### src/rtl/pwErrPkg.sv
package pwErrPkg;
  localparam int SRC_W = 16;
  localparam int OFF_W = 48;

  typedef struct packed {
    logic [SRC_W-1:0] srcId;
    logic [OFF_W-1:0] offset;
  } errRec_t;

  typedef struct packed {
    logic push;
    logic pop;
  } qStrobe_t;
endpackage

### src/rtl/pwErrData.sv
module pwErrData
  import pwErrPkg::*;
#(
  parameter int DEPTH = 4
) (
  input  logic     clk,
  input  logic     rstN,
  input  qStrobe_t strb,
  input  errRec_t  inRec,
  output errRec_t  headRec,
  output logic     empty,
  output logic     full
);
  localparam int PTR_W = (DEPTH > 1) ? $clog2(DEPTH) : 1;
  localparam int CNT_W = $clog2(DEPTH + 1);
  localparam logic [PTR_W-1:0] LAST_PTR = PTR_W'(DEPTH - 1);
  localparam logic [CNT_W-1:0] DEPTH_C = CNT_W'(DEPTH);

  errRec_t store [DEPTH];
  logic [PTR_W-1:0] wrPtr, rdPtr;
  logic [CNT_W-1:0] count;

  genvar g;
  generate
    for (g = 0; g < DEPTH; g++) begin : gSlot
      always_ff @(posedge clk) begin
        if (strb.push && wrPtr == PTR_W'(g)) store[g] <= inRec;
      end
    end
  endgenerate

  always_ff @(posedge clk) begin
    if (!rstN) begin
      wrPtr <= '0;
      rdPtr <= '0;
      count <= '0;
    end else begin
      if (strb.push) wrPtr <= (wrPtr == LAST_PTR) ? '0 : wrPtr + 1'b1;
      if (strb.pop)  rdPtr <= (rdPtr == LAST_PTR) ? '0 : rdPtr + 1'b1;
      case ({strb.push, strb.pop})
        2'b10:   count <= count + 1'b1;
        2'b01:   count <= count - 1'b1;
        default: count <= count;
      endcase
    end
  end

  assign headRec = store[rdPtr];
  assign empty   = (count == '0);
  assign full    = (count == DEPTH_C);


  no_overflow_chk: assert property (@(posedge clk) disable iff (!rstN)
    count <= DEPTH_C);


  no_push_full_chk: assert property (@(posedge clk) disable iff (!rstN)
    (full && strb.push) |-> strb.pop);


  no_pop_empty_chk: assert property (@(posedge clk) disable iff (!rstN)
    strb.pop |-> !empty);


  swap_count_chk: assert property (@(posedge clk) disable iff (!rstN)
    (strb.push && strb.pop) |=> (count == $past(count)));
endmodule

### src/rtl/pwErrCtl.sv
module pwErrCtl
  import pwErrPkg::*;
#(
  parameter int ADDR_W = 8,
  parameter int EVT_BIT = 8,
  parameter int OVF_BIT = 9
) (
  input  logic              clk,
  input  logic              rstN,
  input  logic              failValid,
  input  logic [ADDR_W-1:0] regAddr,
  input  logic              regWrEn,
  input  logic [31:0]       regWrData,
  input  errRec_t           headRec,
  input  logic              empty,
  input  logic              full,
  output qStrobe_t          strb,
  output logic [31:0]       regRdData,
  output logic              irqOut
);
  localparam logic [ADDR_W-1:0] LO_ADDR   = ADDR_W'('h38);
  localparam logic [ADDR_W-1:0] HI_ADDR   = ADDR_W'('h3C);
  localparam logic [ADDR_W-1:0] EVT_ADDR  = ADDR_W'('h80);
  localparam logic [ADDR_W-1:0] CLR_ADDR  = ADDR_W'('h84);
  localparam logic [ADDR_W-1:0] MASK_ADDR = ADDR_W'('h88);

  logic evtBit, ovfFlag, maskBit;
  logic clrWr, maskWr, ovfSet;
  logic unusedBits;

  assign unusedBits = ^regWrData;
  assign clrWr  = regWrEn && (regAddr == CLR_ADDR);
  assign maskWr = regWrEn && (regAddr == MASK_ADDR);

  always_comb begin
    strb.pop  = clrWr && regWrData[EVT_BIT] && evtBit;
    strb.push = failValid && (!full || strb.pop);
    ovfSet    = failValid && full && !strb.pop;
  end

  always_ff @(posedge clk) begin
    if (!rstN) begin
      evtBit  <= 1'b0;
      ovfFlag <= 1'b0;
      maskBit <= 1'b0;
    end else begin
      evtBit  <= strb.pop ? 1'b0 : (evtBit | strb.push | !empty);
      ovfFlag <= ovfSet | (ovfFlag & !(clrWr && regWrData[OVF_BIT]));
      if (maskWr) maskBit <= regWrData[EVT_BIT];
    end
  end

  always_comb begin
    regRdData = '0;
    case (regAddr)
      LO_ADDR:   regRdData = headRec.offset[31:0];
      HI_ADDR:   regRdData = {headRec.srcId, headRec.offset[47:32]};
      EVT_ADDR:  begin
        regRdData[EVT_BIT] = evtBit;
        regRdData[OVF_BIT] = ovfFlag;
      end
      MASK_ADDR: regRdData[EVT_BIT] = maskBit;
      default:   regRdData = '0;
    endcase
  end

  assign irqOut = evtBit & maskBit;


  evt_has_head_chk: assert property (@(posedge clk) disable iff (!rstN)
    evtBit |-> !empty);


  evt_hold_chk: assert property (@(posedge clk) disable iff (!rstN)
    (evtBit && !strb.pop) |=> evtBit);


  evt_rearm_chk: assert property (@(posedge clk) disable iff (!rstN)
    ($past(strb.pop) && !empty) |=> evtBit);


  empty_quiet_chk: assert property (@(posedge clk) disable iff (!rstN)
    (empty && !failValid && !evtBit) |=> !evtBit);
endmodule

### src/rtl/pwErrQueue.sv
module pwErrQueue
  import pwErrPkg::*;
#(
  parameter int DEPTH = 4,
  parameter int ADDR_W = 8
) (
  input  logic              clk,
  input  logic              rstN,
  input  logic              failValid,
  input  logic [15:0]       failSrcId,
  input  logic [47:0]       failOffset,
  input  logic [ADDR_W-1:0] regAddr,
  input  logic              regWrEn,
  input  logic [31:0]       regWrData,
  output logic [31:0]       regRdData,
  output logic              irqOut
);
  qStrobe_t strb;
  errRec_t  inRec, headRec;
  logic     empty, full;

  assign inRec = '{srcId: failSrcId, offset: failOffset};

  pwErrCtl #(.ADDR_W(ADDR_W)) uCtl (
    .clk(clk), .rstN(rstN), .failValid(failValid),
    .regAddr(regAddr), .regWrEn(regWrEn), .regWrData(regWrData),
    .headRec(headRec), .empty(empty), .full(full),
    .strb(strb), .regRdData(regRdData), .irqOut(irqOut)
  );

  pwErrData #(.DEPTH(DEPTH)) uData (
    .clk(clk), .rstN(rstN), .strb(strb), .inRec(inRec),
    .headRec(headRec), .empty(empty), .full(full)
  );
endmodule

### config.mk
export PLATFORM = sky130hd
export DESIGN_NAME = pwErrQueue
export DESIGN_NICKNAME = d
export VERILOG_FILES = /design/src/rtl/pwErrPkg.sv /design/src/rtl/pwErrData.sv /design/src/rtl/pwErrCtl.sv /design/src/rtl/pwErrQueue.sv
export SDC_FILE = /design/constraint.sdc
export NUM_CORES = 1
export LEC_CHECK = 0
export ABC_AREA = 1
export CORE_UTILIZATION = 35
export DETAILED_ROUTE_END_ITERATION = 10
export DONT_BUFFER_PORTS = 1
export GPL_ROUTABILITY_DRIVEN = 1
export GPL_TIMING_DRIVEN = 0
export PLACE_DENSITY = 0.46
export RECOVER_POWER = 100
export SLEW_MARGIN = 20
export SYNTH_ARGS = -nofsm -noshare
export SYNTH_HDL_FRONTEND = slang
export SYNTH_SLANG_ARGS = --single-unit
### constraint.sdc
create_clock -name clk -period 7.3 [get_ports clk]
set_input_delay 1.095 -clock clk [delete_from_list [all_inputs] [get_ports clk]]
set_output_delay 1.095 -clock clk [all_outputs]
set_load 0.02 [all_outputs]
==> results.cfg <==
[run_status]
status = finished, violations left
violations = capacitance limit, slew limit

[floorplan]
die_width_um = 177
start_util_pct = 35.8
die_area_um2 = 31300
rows = 63
pin_count = 141
coreArea_um2 = 29900
die_height_um = 177

[finish]
area_growth_pct = 13.0
multi_input_area_um2 = 2340
antenna_cells = 0
postLayoutCellArea_um2 = 12100
final_core_util_pct = 40.4
fillerInstances = 2840
layout.nets = 992
seqCellArea_um2 = 7930
drive_gt1_share_pct = 8.44

[critical_path]
critPathCaptureType = flip-flop
crit_slowest_cell = clkbuf_1
worstSetupPathType = input port to flip-flop
crit_start = regAddr[1]
slowest_delay_ps = 1170
worst_setup_path_start_kind = input port
reg2reg_from = uCtl.evtBit
cp_common_cell = nor2_1
path_cells = nor2_1 -> nand2_2 -> nor2_1 -> nand3_1 -> nand2_1 -> nand2_1 -> nor2_1 -> clkbuf_1 -> clkbuf_1
crit_required_ps = 7450
worstPathMaxFanout = 22
arrival_ps = 5100
rrSetupSlack_ps = 2780

[sta]
finalHoldViolCount = 0
worst_pin_slew_ps = 1520
holdWs_ps = 458
rsz0062_at_grt = false
finalMaxSlewViolations = 23
period_share_pct = 67.8
slew_headroom_pct = -1.01
setup_violations = 0
finClkSkew_ps = 10.2
final.setup.tns_ps = 0
min_period_ps = 4950
fmax_ghz = 0.202

[logic_synthesis]
synthXorXnorAreaFrac_pct = 0
synth-seq-area-share_pct = 74.1
synthTopCellsByArea = edfxtp_1, o21ai_0, nor2_1
yosysUniqueCellTypes = 33
synth_top_family_by_area = simple AND/OR/NAND/NOR gates
syn_area_per_cell_um2 = 12.8
post_synth_inst_count = 833
synth-seq-cells = 268
yosysTopAreaCell = edfxtp_1
synth_compound_area_share_pct = 10.4
synthMuxAreaShare_pct = 0
yosys.area_share.adder_pct = 0.772
synthesis.area_um2 = 10700
synth.top_cell.area_share_pct = 71.9
synth_nets = 947
yosys.area_share.simple_pct = 11.2
synth.yosys.warnings = 0

[route]
firstDrtPassIters = 4
drc = 0
drt_iter0_drc = 376
dr_total_vias = 6573
drt.antenna.violating_nets = 0
via_per_inst = 5.10
wl_per_cell_um = 21.2
wl_um = 27400

[clocking]
ctsHoldBuffers = 0
cts_buffer_depth = 3
cts_tree = yes
post_cts_resize_count = 0
clkTransAtPathRegs_ps = 60
clock_latency_ps = 550
cts_root_buf = clkbuf_16
cts_made_buffers = 30
htree_levels = 1
post_cts_buffers = 0
cts_sinks = 268

[min_path]
worst_hold_path_type = flip-flop to flip-flop
min_from = uCtl.maskBit

[grt]
antenna_found_initial = 1
grt-ovfl-total = 0
grt_max_degree = 23
grt_use_total_pct = 17.9
grt_pass1_vias = 6836
grt_pass1_wl_um = 41400

[pwr]
peakVddDrop_uv = 163
total_leakage_power_nw = 4.17
p_per_area_nw_per_um2 = 270

[placement]
numPortBuffers = 0
hpwl_um = 18200
placed_area_um2 = 11500
gp_congestion = 0.748

[job]
cap_viol_max_count = 1
==> cell usage after synthesis, drive strengths merged <==
library cell    n
a211oi          1
inv            26
nor3            2
o211ai          1
clkbuf         21
nor2          146
buf            32
fa              1
nand2          49
clkinv          2
nand3          73
nand4           4
o22ai          62
a32o            1
o21ai         132
dfxtp          12
ha              5
o211a           1
edfxtp        256
a21oi           6
==> final timing paths <==
check	end	cells after the start
max	uData.store[2][63]	9
min reg2reg	uCtl.maskBit	2
min	uCtl.maskBit	2
max reg2reg	uData.store[2][63]	8
==> stage by stage <==
step           worst slack, ps  cells  power, mW
4_1_cts                   3740   1290       3.32
3_3_place_gp              -262   1223       1.92
2_1_floorplan             2430    833       1.88
6_report                  2350   1290       3.26
3_5_place_dp              3780   1236       1.93
5_1_grt                   1900   1290       3.36
==> flip-flops by register name, summed over array words and instances (netlist names), named ones only <==
register and flops:
uData.store 256, uData.count 3, uData.rdPtr 2, uData.wrPtr 2, uCtl.evtBit 1, uCtl.maskBit 1
uCtl.ovfFlag 1
==> layer usage <==
layer	GRT usage, %	wire [um]	vias up	part of all wire, %
li1	-	-	3170	-
met1	23.4	12000	3206	44
met2	28.7	12700	153	46
met3	4.96	1950	44	7.1
met4	5.57	758	0	2.8
met5	0.641	0	-	0
==> final cells by class <==
| cell class | count | area share, % |
|---|---|---|
| Buffer | 53 | 2.12 |
| Clock inverter | 17 | 0.870 |
| Sequential cell | 268 | 65.6 |
| Clock buffer | 37 | 6.61 |
| Tap cell | 390 | 4.04 |
| Multi-Input combinational cell | 484 | 19.4 |
| Inverter | 28 | 0.974 |
| Timing Repair Buffer | 13 | 0.404 |
==> cell usage in the layout (no fill, tap or decap), types with 2 or more instances in the layout <==
cell type  count
clkbuf_16     31
nor2_1       145
nand2_1       46
clkinv_2       8
o22ai_1       62
o21ai_1       11
clkbuf_2       3
nand2_2        3
nand3_1       73
buf_2         19
edfxtp_1     256
dfxtp_1       12
clkinv_1       8
buf_6          2
inv_2          2
inv_1         24
ha_1           5
a21oi_1        6
o21ai_0      121
clkbuf_1      40
nand4_1        4
buf_4          4
nor3_1         2
buf_1          4
==> power by group <==
group / total, mW / internal, mW / switching [mW] / leakage [nW]
sequential: 1.78 / 1.76 / 0.0141 / 2.45
combinational: 0.100 / 0.0235 / 0.0765 / 1.27
clock: 1.38 / 0.803 / 0.579 / 0.450
==> cells by family after synthesis <==
logic type / after synthesis
simple gates: 274
buf+inv: 81
flops: 268
fa+ha+maj: 6
compound gates: 204
==> critical path: cells and delay by family <==
family                 cells  cell delay, ps
buffers and inverters      2            2200
AND/OR/NAND/NOR            7            1780
Power figures use the tool's default switching activity.
